$ cat config.mk
export PLATFORM = sky130hd
export DESIGN_NAME = dma_csr_bank
export DESIGN_NICKNAME = d
export VERILOG_FILES = /design/src/rtl/dma_csr_pkg.sv /design/src/rtl/dma_csr_decode.sv /design/src/rtl/dma_csr_regs.sv /design/src/rtl/dma_csr_bank.sv
export SDC_FILE = /design/constraint.sdc
export NUM_CORES = 1
export LEC_CHECK = 0
export ABC_AREA = 1
export BUFFER_PORTS_ARGS = -buffer_cell sky130_fd_sc_hd__buf_4
export CORE_AREA = 2 2 259 261
export CTS_BUF_LIST = sky130_fd_sc_hd__clkbuf_16
export DETAILED_ROUTE_END_ITERATION = 8
export DIE_AREA = 0 0 261 263
export PLACE_DENSITY_LB_ADDON = 0.25
export SETUP_SLACK_MARGIN = 0.05
export SLEW_MARGIN = 40
export SYNTH_ARGS = -nofsm -noshare
export SYNTH_HDL_FRONTEND = slang
export SYNTH_SLANG_ARGS = --single-unit
export TNS_END_PERCENT = 5
$ cat constraint.sdc
create_clock -name clk -period 1.8 [get_ports clk]
set_clock_uncertainty 0.2 [all_clocks]
set_input_delay 0.18 -clock clk [delete_from_list [all_inputs] [get_ports clk]]
set_output_delay 0.18 -clock clk [all_outputs]
set_load 0.02 [all_outputs]
$ cat src/rtl/dma_csr_pkg.sv
package dma_csr_pkg;
  localparam int CH_IDX_W = 4;
  localparam int CNT_W    = 24;
  localparam int WORD_W   = 32;

  localparam int BIT_RUN    = 0;
  localparam int BIT_FIN    = 1;
  localparam int BIT_FIN_IE = 2;
  localparam int BIT_ERR    = 4;
  localparam int BIT_ERR_IE = 5;

  // every implemented control bit, status included
  localparam logic [WORD_W-1:0] CTL_IMPL = 32'h0F3F_77FF;
  // bits copied straight from a write
  localparam logic [WORD_W-1:0] CTL_CFG  = CTL_IMPL &
    ~((32'd1 << BIT_RUN) | (32'd1 << BIT_FIN) | (32'd1 << BIT_ERR));

  typedef struct packed {
    logic                wrSrc;
    logic                wrDst;
    logic                wrCyc;
    logic                wrCtl;
    logic [CH_IDX_W-1:0] chan;
    logic [WORD_W-1:0]   data;
    logic                rdOk;
    logic [CH_IDX_W-1:0] rdChan;
    logic [1:0]          rdWord;
  } csrStrobe_t;
endpackage

$ cat src/rtl/dma_csr_decode.sv
module dma_csr_decode
  import dma_csr_pkg::*;
#(
  parameter int NCH = 4,
  localparam int ADDR_W = $clog2(NCH) + 4
) (
  input  logic              reqValid,
  input  logic              reqWrite,
  input  logic [ADDR_W-1:0] reqAddr,
  input  logic [WORD_W-1:0] reqWdata,
  output csrStrobe_t        strb
);
  logic aligned;
  logic wrHit;
  logic [CH_IDX_W-1:0] chanIdx;

  assign aligned = (reqAddr[1:0] == 2'b00);
  assign chanIdx = CH_IDX_W'(reqAddr[ADDR_W-1:4]);
  assign wrHit   = reqValid && reqWrite && aligned;

  always_comb begin
    strb        = '0;
    strb.chan   = chanIdx;
    strb.data   = reqWdata;
    strb.wrSrc  = wrHit && (reqAddr[3:2] == 2'd0);
    strb.wrDst  = wrHit && (reqAddr[3:2] == 2'd1);
    strb.wrCyc  = wrHit && (reqAddr[3:2] == 2'd2);
    strb.wrCtl  = wrHit && (reqAddr[3:2] == 2'd3);
    strb.rdOk   = aligned;
    strb.rdChan = chanIdx;
    strb.rdWord = reqAddr[3:2];
  end
endmodule

$ cat src/rtl/dma_csr_regs.sv
module dma_csr_regs
  import dma_csr_pkg::*;
#(
  parameter int NCH = 4
) (
  input  logic                    clk,
  input  logic                    rstN,
  input  csrStrobe_t              strb,
  input  logic [NCH-1:0]          doneIn,
  input  logic [NCH-1:0]          errIn,
  input  logic [NCH*CNT_W-1:0]    liveCount,
  output logic [NCH*WORD_W-1:0]   srcAddrOut,
  output logic [NCH*WORD_W-1:0]   dstAddrOut,
  output logic [NCH*CNT_W-1:0]    cycleOut,
  output logic [NCH*WORD_W-1:0]   ctrlOut,
  output logic [WORD_W-1:0]       rdData,
  output logic                    irq
);
  logic [WORD_W-1:0] chanRd  [NCH];
  logic [NCH-1:0]    chanIrq;

  for (genvar ch = 0; ch < NCH; ch++) begin : g_chan
    logic [WORD_W-1:0] srcQ, dstQ, ctlQ, ctlD;
    logic [CNT_W-1:0]  cycQ;
    logic hit, wrCtlHit, stop;

    assign hit      = (strb.chan == CH_IDX_W'(ch));
    assign wrCtlHit = strb.wrCtl && hit;
    assign stop     = doneIn[ch] || errIn[ch];

    always_comb begin
      ctlD = (wrCtlHit ? strb.data : ctlQ) & CTL_CFG;
      ctlD[BIT_RUN] = !stop && (wrCtlHit ? strb.data[BIT_RUN] : ctlQ[BIT_RUN]);
      ctlD[BIT_FIN] = doneIn[ch] ||
                      (ctlQ[BIT_FIN] && (!wrCtlHit || strb.data[BIT_FIN]));
      ctlD[BIT_ERR] = errIn[ch] ||
                      (ctlQ[BIT_ERR] && (!wrCtlHit || strb.data[BIT_ERR]));
    end

    always_ff @(posedge clk or negedge rstN) begin
      if (!rstN) begin
        srcQ <= '0;
        dstQ <= '0;
        cycQ <= '0;
        ctlQ <= '0;
      end else begin
        if (strb.wrSrc && hit) srcQ <= strb.data;
        if (strb.wrDst && hit) dstQ <= strb.data;
        if (strb.wrCyc && hit) cycQ <= strb.data[CNT_W-1:0];
        ctlQ <= ctlD;
      end
    end

    assign srcAddrOut[ch*WORD_W +: WORD_W] = srcQ;
    assign dstAddrOut[ch*WORD_W +: WORD_W] = dstQ;
    assign cycleOut[ch*CNT_W +: CNT_W]     = cycQ;
    assign ctrlOut[ch*WORD_W +: WORD_W]    = ctlQ;

    assign chanIrq[ch] = (ctlQ[BIT_FIN] && ctlQ[BIT_FIN_IE]) ||
                         (ctlQ[BIT_ERR] && ctlQ[BIT_ERR_IE]);

    always_comb begin
      chanRd[ch] = '0;
      if (strb.rdOk && (strb.rdChan == CH_IDX_W'(ch))) begin
        case (strb.rdWord)
          2'd0: chanRd[ch] = srcQ;
          2'd1: chanRd[ch] = dstQ;
          2'd2: chanRd[ch] = WORD_W'(ctlQ[BIT_RUN] ? liveCount[ch*CNT_W +: CNT_W] : cycQ);
          default: chanRd[ch] = ctlQ;
        endcase
      end
    end
  end

  always_comb begin
    rdData = '0;
    for (int i = 0; i < NCH; i++) rdData = rdData | chanRd[i];
  end

  assign irq = |chanIrq;
endmodule

$ cat src/rtl/dma_csr_bank.sv
module dma_csr_bank
  import dma_csr_pkg::*;
#(
  parameter int NCH = 4,
  localparam int ADDR_W = $clog2(NCH) + 4
) (
  input  logic                  clk,
  input  logic                  rstN,
  input  logic                  reqValid,
  input  logic                  reqWrite,
  input  logic [ADDR_W-1:0]     reqAddr,
  input  logic [31:0]           reqWdata,
  output logic [31:0]           rdData,
  input  logic [NCH-1:0]        doneIn,
  input  logic [NCH-1:0]        errIn,
  input  logic [NCH*24-1:0]     liveCount,
  output logic [NCH*32-1:0]     srcAddrOut,
  output logic [NCH*32-1:0]     dstAddrOut,
  output logic [NCH*24-1:0]     cycleOut,
  output logic [NCH*32-1:0]     ctrlOut,
  output logic                  irq
);
  csrStrobe_t strb;

  dma_csr_decode #(.NCH(NCH)) u_decode (
    .reqValid (reqValid),
    .reqWrite (reqWrite),
    .reqAddr  (reqAddr),
    .reqWdata (reqWdata),
    .strb     (strb)
  );

  dma_csr_regs #(.NCH(NCH)) u_regs (
    .clk        (clk),
    .rstN       (rstN),
    .strb       (strb),
    .doneIn     (doneIn),
    .errIn      (errIn),
    .liveCount  (liveCount),
    .srcAddrOut (srcAddrOut),
    .dstAddrOut (dstAddrOut),
    .cycleOut   (cycleOut),
    .ctrlOut    (ctrlOut),
    .rdData     (rdData),
    .irq        (irq)
  );
endmodule

## Yosys cells after proc, flatten, opt, wreduce, memory -nomap -nowiden

Cells that the tools add are included.

| cells by class | value |
|---|---|
| add/subtract/negate cells | 0 |
| multiply operators | 0 |
| divide/modulo/power cells | 0 |
| order comparisons | 0 |
| equal/unequal tests | 6 |
| shift-type cells | 0 |
| muxes and demuxes | 16 |
| bitwise gates (word level) | 3 |
| reduce and logical (&&, ||, !) cells | 82 |

Operators by type and width:

| kind | count |
|---|---|
| $pmux W32 S3 | 4 |
| $mux W32 | 4 |
| $mux W24 | 4 |
| $or A32 B32 Y32 | 3 |
| $logic_and A1 B1 Y1 | 46 |
| $logic_or A1 B1 Y1 | 24 |
| $eq A2 B2 Y1 const B | 4 |
| $logic_not A1 Y1 | 8 |
| $eq A2 B1 Y1 const B | 2 |
| $logic_not A2 Y1 | 2 |
| $logic_not A4 Y1 | 1 |
| $mux W1 | 4 |
| $reduce_or A4 Y1 | 1 |

| storage, ports and cells | value |
|---|---|
| flip-flop bits (word level) | 448 |
| bits in latches | 0 |
| memory bits (writable) | 0 |
| bits in read-only memories | 0 |
| input bits | 146 |
| memories | 0 |

## Depth between registers and ports, before layout

| depth | value |
|---|---|
| depth after elaboration | 8 |
| mapped depth | 12 |
| depth with buffers taken out | 9 |

## By module

From an unflattened synthesis, not the netlist that was laid out.

| unflattened totals | value |
|---|---|
| cell total of the unflattened synthesis | 3013 |
| area total of the unflattened synthesis | 22517.8 um^2 |

By module, submodules not included:

| module | times used | cells each | area an instance (um^2) | seq. area each (um^2) |
|---|---|---|---|---|
| dma_csr_regs | 1 | 2955 | 22133.7 | 11210.8 |
| dma_csr_decode | 1 | 58 | 384.1 | 0.0 |

## Worst setup path before layout

Ideal clock, no wire load.

| path | value |
|---|---|
| kind | reg-to-output |
| from | register u_regs.g_chan[1].ctlQ[0] |
| to | output rdData[23] |
| data arrival time | 1.583 ns |
| path slack | -0.163 ns |
| stages on the path, launching flop included | 11 |
| cells stage by stage | dfrtp_1 clkbuf_1 clkinv_1 clkbuf_1 nand2_1 nand3_1 nand3_1 nand2_1 nand2_1 inv_1 nand2_1 |

| on the way | value |
|---|---|
| cells in the longest elaborated chain, start to end | 6 |

RTL lines:

| what | line | text |
|---|---|---|
| start: declaration | dma_csr_regs.sv:23 | `logic [WORD_W-1:0] srcQ, dstQ, ctlQ, ctlD;` |
| start signal: assignment | dma_csr_regs.sv:50 | `ctlQ <= ctlD;` |
| $mux W24 | dma_csr_regs.sv:68 | `2'd2: chanRd[ch] = WORD_W'(ctlQ[BIT_RUN] ? liveCount[ch*CNT_W +: CNT_W] : cycQ);` |
| $pmux W32 S3 | dma_csr_regs.sv:65 | `case (strb.rdWord)` |
| $mux W32 | dma_csr_regs.sv:64 | `if (strb.rdOk && (strb.rdChan == CH_IDX_W'(ch))) begin` |
| $or A32 B32 Y32 (3 in series) | dma_csr_regs.sv:77 | `for (int i = 0; i < NCH; i++) rdData = rdData \| chanRd[i];` |
| end: declaration | dma_csr_bank.sv:13 | `output logic [31:0] rdData,` |

No other way between the ends.

## Worst setup path in the final report

| path | value |
|---|---|
| from | register u_regs.g_chan[1].ctlQ[0] |
| to | output rdData[7] |

Same word-level chain as after synthesis.

==> results.ini <==
[drt]
drtAntennaViolNets = 0
post_drt_via_cell_ratio = 5.02
first_pass_iters = 6
drtIter0Drc = 2122
drc = 0
wl_um = 103000
via_count = 22791
wl_per_cell_um = 22.8

[finish]
final_nets = 3778
final_common_cell = nand2_1
syn_to_final_growth_pct = 46.4
fillers = 6610
drive_gt1_share_pct = 29.5
layout_common_cells = nand2_1, buf_4, dfrtp_1, o21ai_0, o21ai_1
antenna_cells = 0
utilization_pct = 48.1

[timing]
fin_crit_ns = 2.44
setup_tns_ns = -15.78
worst-slew-pin-transition_ns = 0.566
setup_viol = 35
worst_slack_ns = -0.642
whs_ns = 0.0290
drv_slew = 0
relSlewSlack_pct = 62.2
min_period_over_period_pct = 136
hold_viol_final = 0
rsz0062_at_grt = true
timing.fmax_mhz = 409

[placed_design]
port_buffers = 626
gp_congestion = 0.926
dp_hpwl_um = 77800

[grt]
grt_pass1_wl_um = 149000
grt_max_degree = 84
overflow = 0
grt_use_met2_pct = 50.3
grtUsageMet3_pct = 6.04
met1_usage_pct = 35.8
grt_usage_pct = 29.4
top_usage_layer = met2
grt_pass1_vias = 21995
antenna_found_initial = 2

[worst_setup_path]
r2r-start = u_regs.g_chan[3].ctlQ[0]$_DFF_PN0_
critPathCaptureType = primary output
reg2reg_to = u_regs.g_chan[3].ctlQ[0]$_DFF_PN0_
worst-path-max-fanout = 16
cp_slowest_stage_delay_ns = 0.44
cp.required_ns = 1.42
critical_path_class = reg2out
regToRegSetupSlack_ns = 0.19
critPathArrivalTime_ns = 2.06
r2r_cells = 6
crit_slowest_cell = dfrtp_2
cp-start-kind = flip-flop
crit_chain = buf_12 > buf_12 > nand2_1 > nand2_1 > nand2_1 > nand3_2 > nand2_1 > nand2_1 > inv_2 > nand2_4 > buf_6
crit_top_cell = nand2_1

[synthesis]
yosysWarningCount = 0
syn-cell-area_sq_um = 21600
yosysTopAreaCell = dfrtp_1
synth_top_cell_area_share_pct = 52.0
synthCells = 2902
yosys.cell_types.count = 24
synth.top_cells.by_area = dfrtp_1, nand2_1, o21ai_0
avgSynthCellArea_sq_um = 7.43
ys_seq_elements = 448
seq_area_frac_synth_pct = 52.0

[floorplanning]
dieArea_sq_um = 68600
initial_utilization_pct = 32.9
core_area_sq_um = 65600
ios = 659
die_height_um = 263
row_count = 94
fp.dieW_um = 261

[cts]
clock-sinks = 448
cts_tree = built
clockBufferDepth = 3
insertion_delay_ns = 0.59
clk_pin_slew_ns = 0.06
cts-root-buf = clkbuf_16
htreeDepth = 2
numCtsBuffers = 52

[power]
total_power_w = 0.0271
peakVddDrop_mv = 0.680
powerDensity_nw_per_um2 = 860
leakagePower_nw = 16.5

[run_status]
status = finished with violations
failed_checks = negative setup slack

[flow_run]
drv_cap = 0

[worst_hold_path]
min_path_type = in2async

==> flip-flops by register name (all words and copies together), names as in the netlist <==
| name | count |
|---|---|
| u_regs.g_chan.dstQ | 128 |
| u_regs.g_chan.ctlQ | 96 |
| u_regs.g_chan.srcQ | 128 |
| u_regs.g_chan.cycQ | 96 |
==> stage by stage <==
step	instance area [sq um]	cells	worst slack [ns]
final	31600	4536	-0.642
after global routing	31600	4536	-0.725
after CTS	31300	4534	-0.685
after detailed placement	28800	4384	-0.328
after global placement	28800	4384	-0.349
after floorplan	21700	2933	0.0207
==> area by class of cell <==
| cell class | instances | area [sq um] | area share [%] |
|---|---|---|---|
| sequential | 448 | 11200 | 35.5 |
| multi-input combinational | 2117 | 9420 | 29.8 |
| timing repair buffer | 880 | 7800 | 24.7 |
| clock buffer | 53 | 1330 | 4.20 |
| tap | 864 | 1080 | 3.42 |
| inverter | 133 | 519 | 1.64 |
| clock inverter | 41 | 211 | 0.670 |
==> worst max-delay path: cells and delay by family, from the launching register on <==
family        cells  cell delay (ns)
simple gates      7             0.47
flops             1             0.44
buf+inv           4             0.54
==> power breakdown <==
group | internal [W] | total (W) | leakage [nW] | switching (W)
registers | 0.0109 | 0.0117 | 6.06 | 0.000849
clock network | 0.00544 | 0.00983 | 0.818 | 0.00440
logic | 0.00223 | 0.00559 | 9.66 | 0.00336
==> worst max path at each step <==
stage                                                  start         end  slack (ns)
final                     u_regs.g_chan[1].ctlQ[0]$_DFF_PN0_   rdData[7]       -0.64
after detailed placement                          reqAddr[3]  rdData[13]       -0.33
after CTS                 u_regs.g_chan[0].ctlQ[0]$_DFF_PN0_  rdData[19]       -0.69
after floorplan                                   reqAddr[3]  rdData[10]        0.02
after global placement                            reqAddr[3]  rdData[13]       -0.35
after global routing      u_regs.g_chan[0].ctlQ[0]$_DFF_PN0_  rdData[15]       -0.72
==> synth_stat cells, drive strengths merged <==
library cell  instances
nand2              1251
o21ai               527
dfrtp               448
clkbuf              156
nor2                148
nand3               132
inv                 130
buf                  79
a21oi                14
nand4                 8
clkinv                3
o22ai                 2
a22o                  1
conb                  1
nand3b                1
or2                   1
==> layer usage <==
layer | routed length (um) | up-vias
met4 | 4770 | 2
met3 | 8160 | 210
met5 | 13 | -
li1 | - | 10624
met1 | 39600 | 10902
met2 | 50700 | 1053
==> cell families (layout without fill, tap and decap cells) <==
group / Yosys count / in the layout / share of synthesized area [%]
AO/OA/AOI/OAI: 544 / 544 / 12.6
other: 1 / 32 / 0.0174
flip-flops: 448 / 448 / 52.0
buffers and inverters: 368 / 1107 / 7.32
AND/OR/NAND/NOR: 1541 / 1541 / 28.0
==> what timing repair did <==
item,in CTS,in global routing
buffers inserted,3,1
gates cloned,1,1
endpoints found under the setup margin,37,42
endpoints found under the hold margin,888,0
pin swaps,22,45
resized for setup,134,83
hold buffers,52,0
No activity file was read; power rests on OpenSTA's default activity.
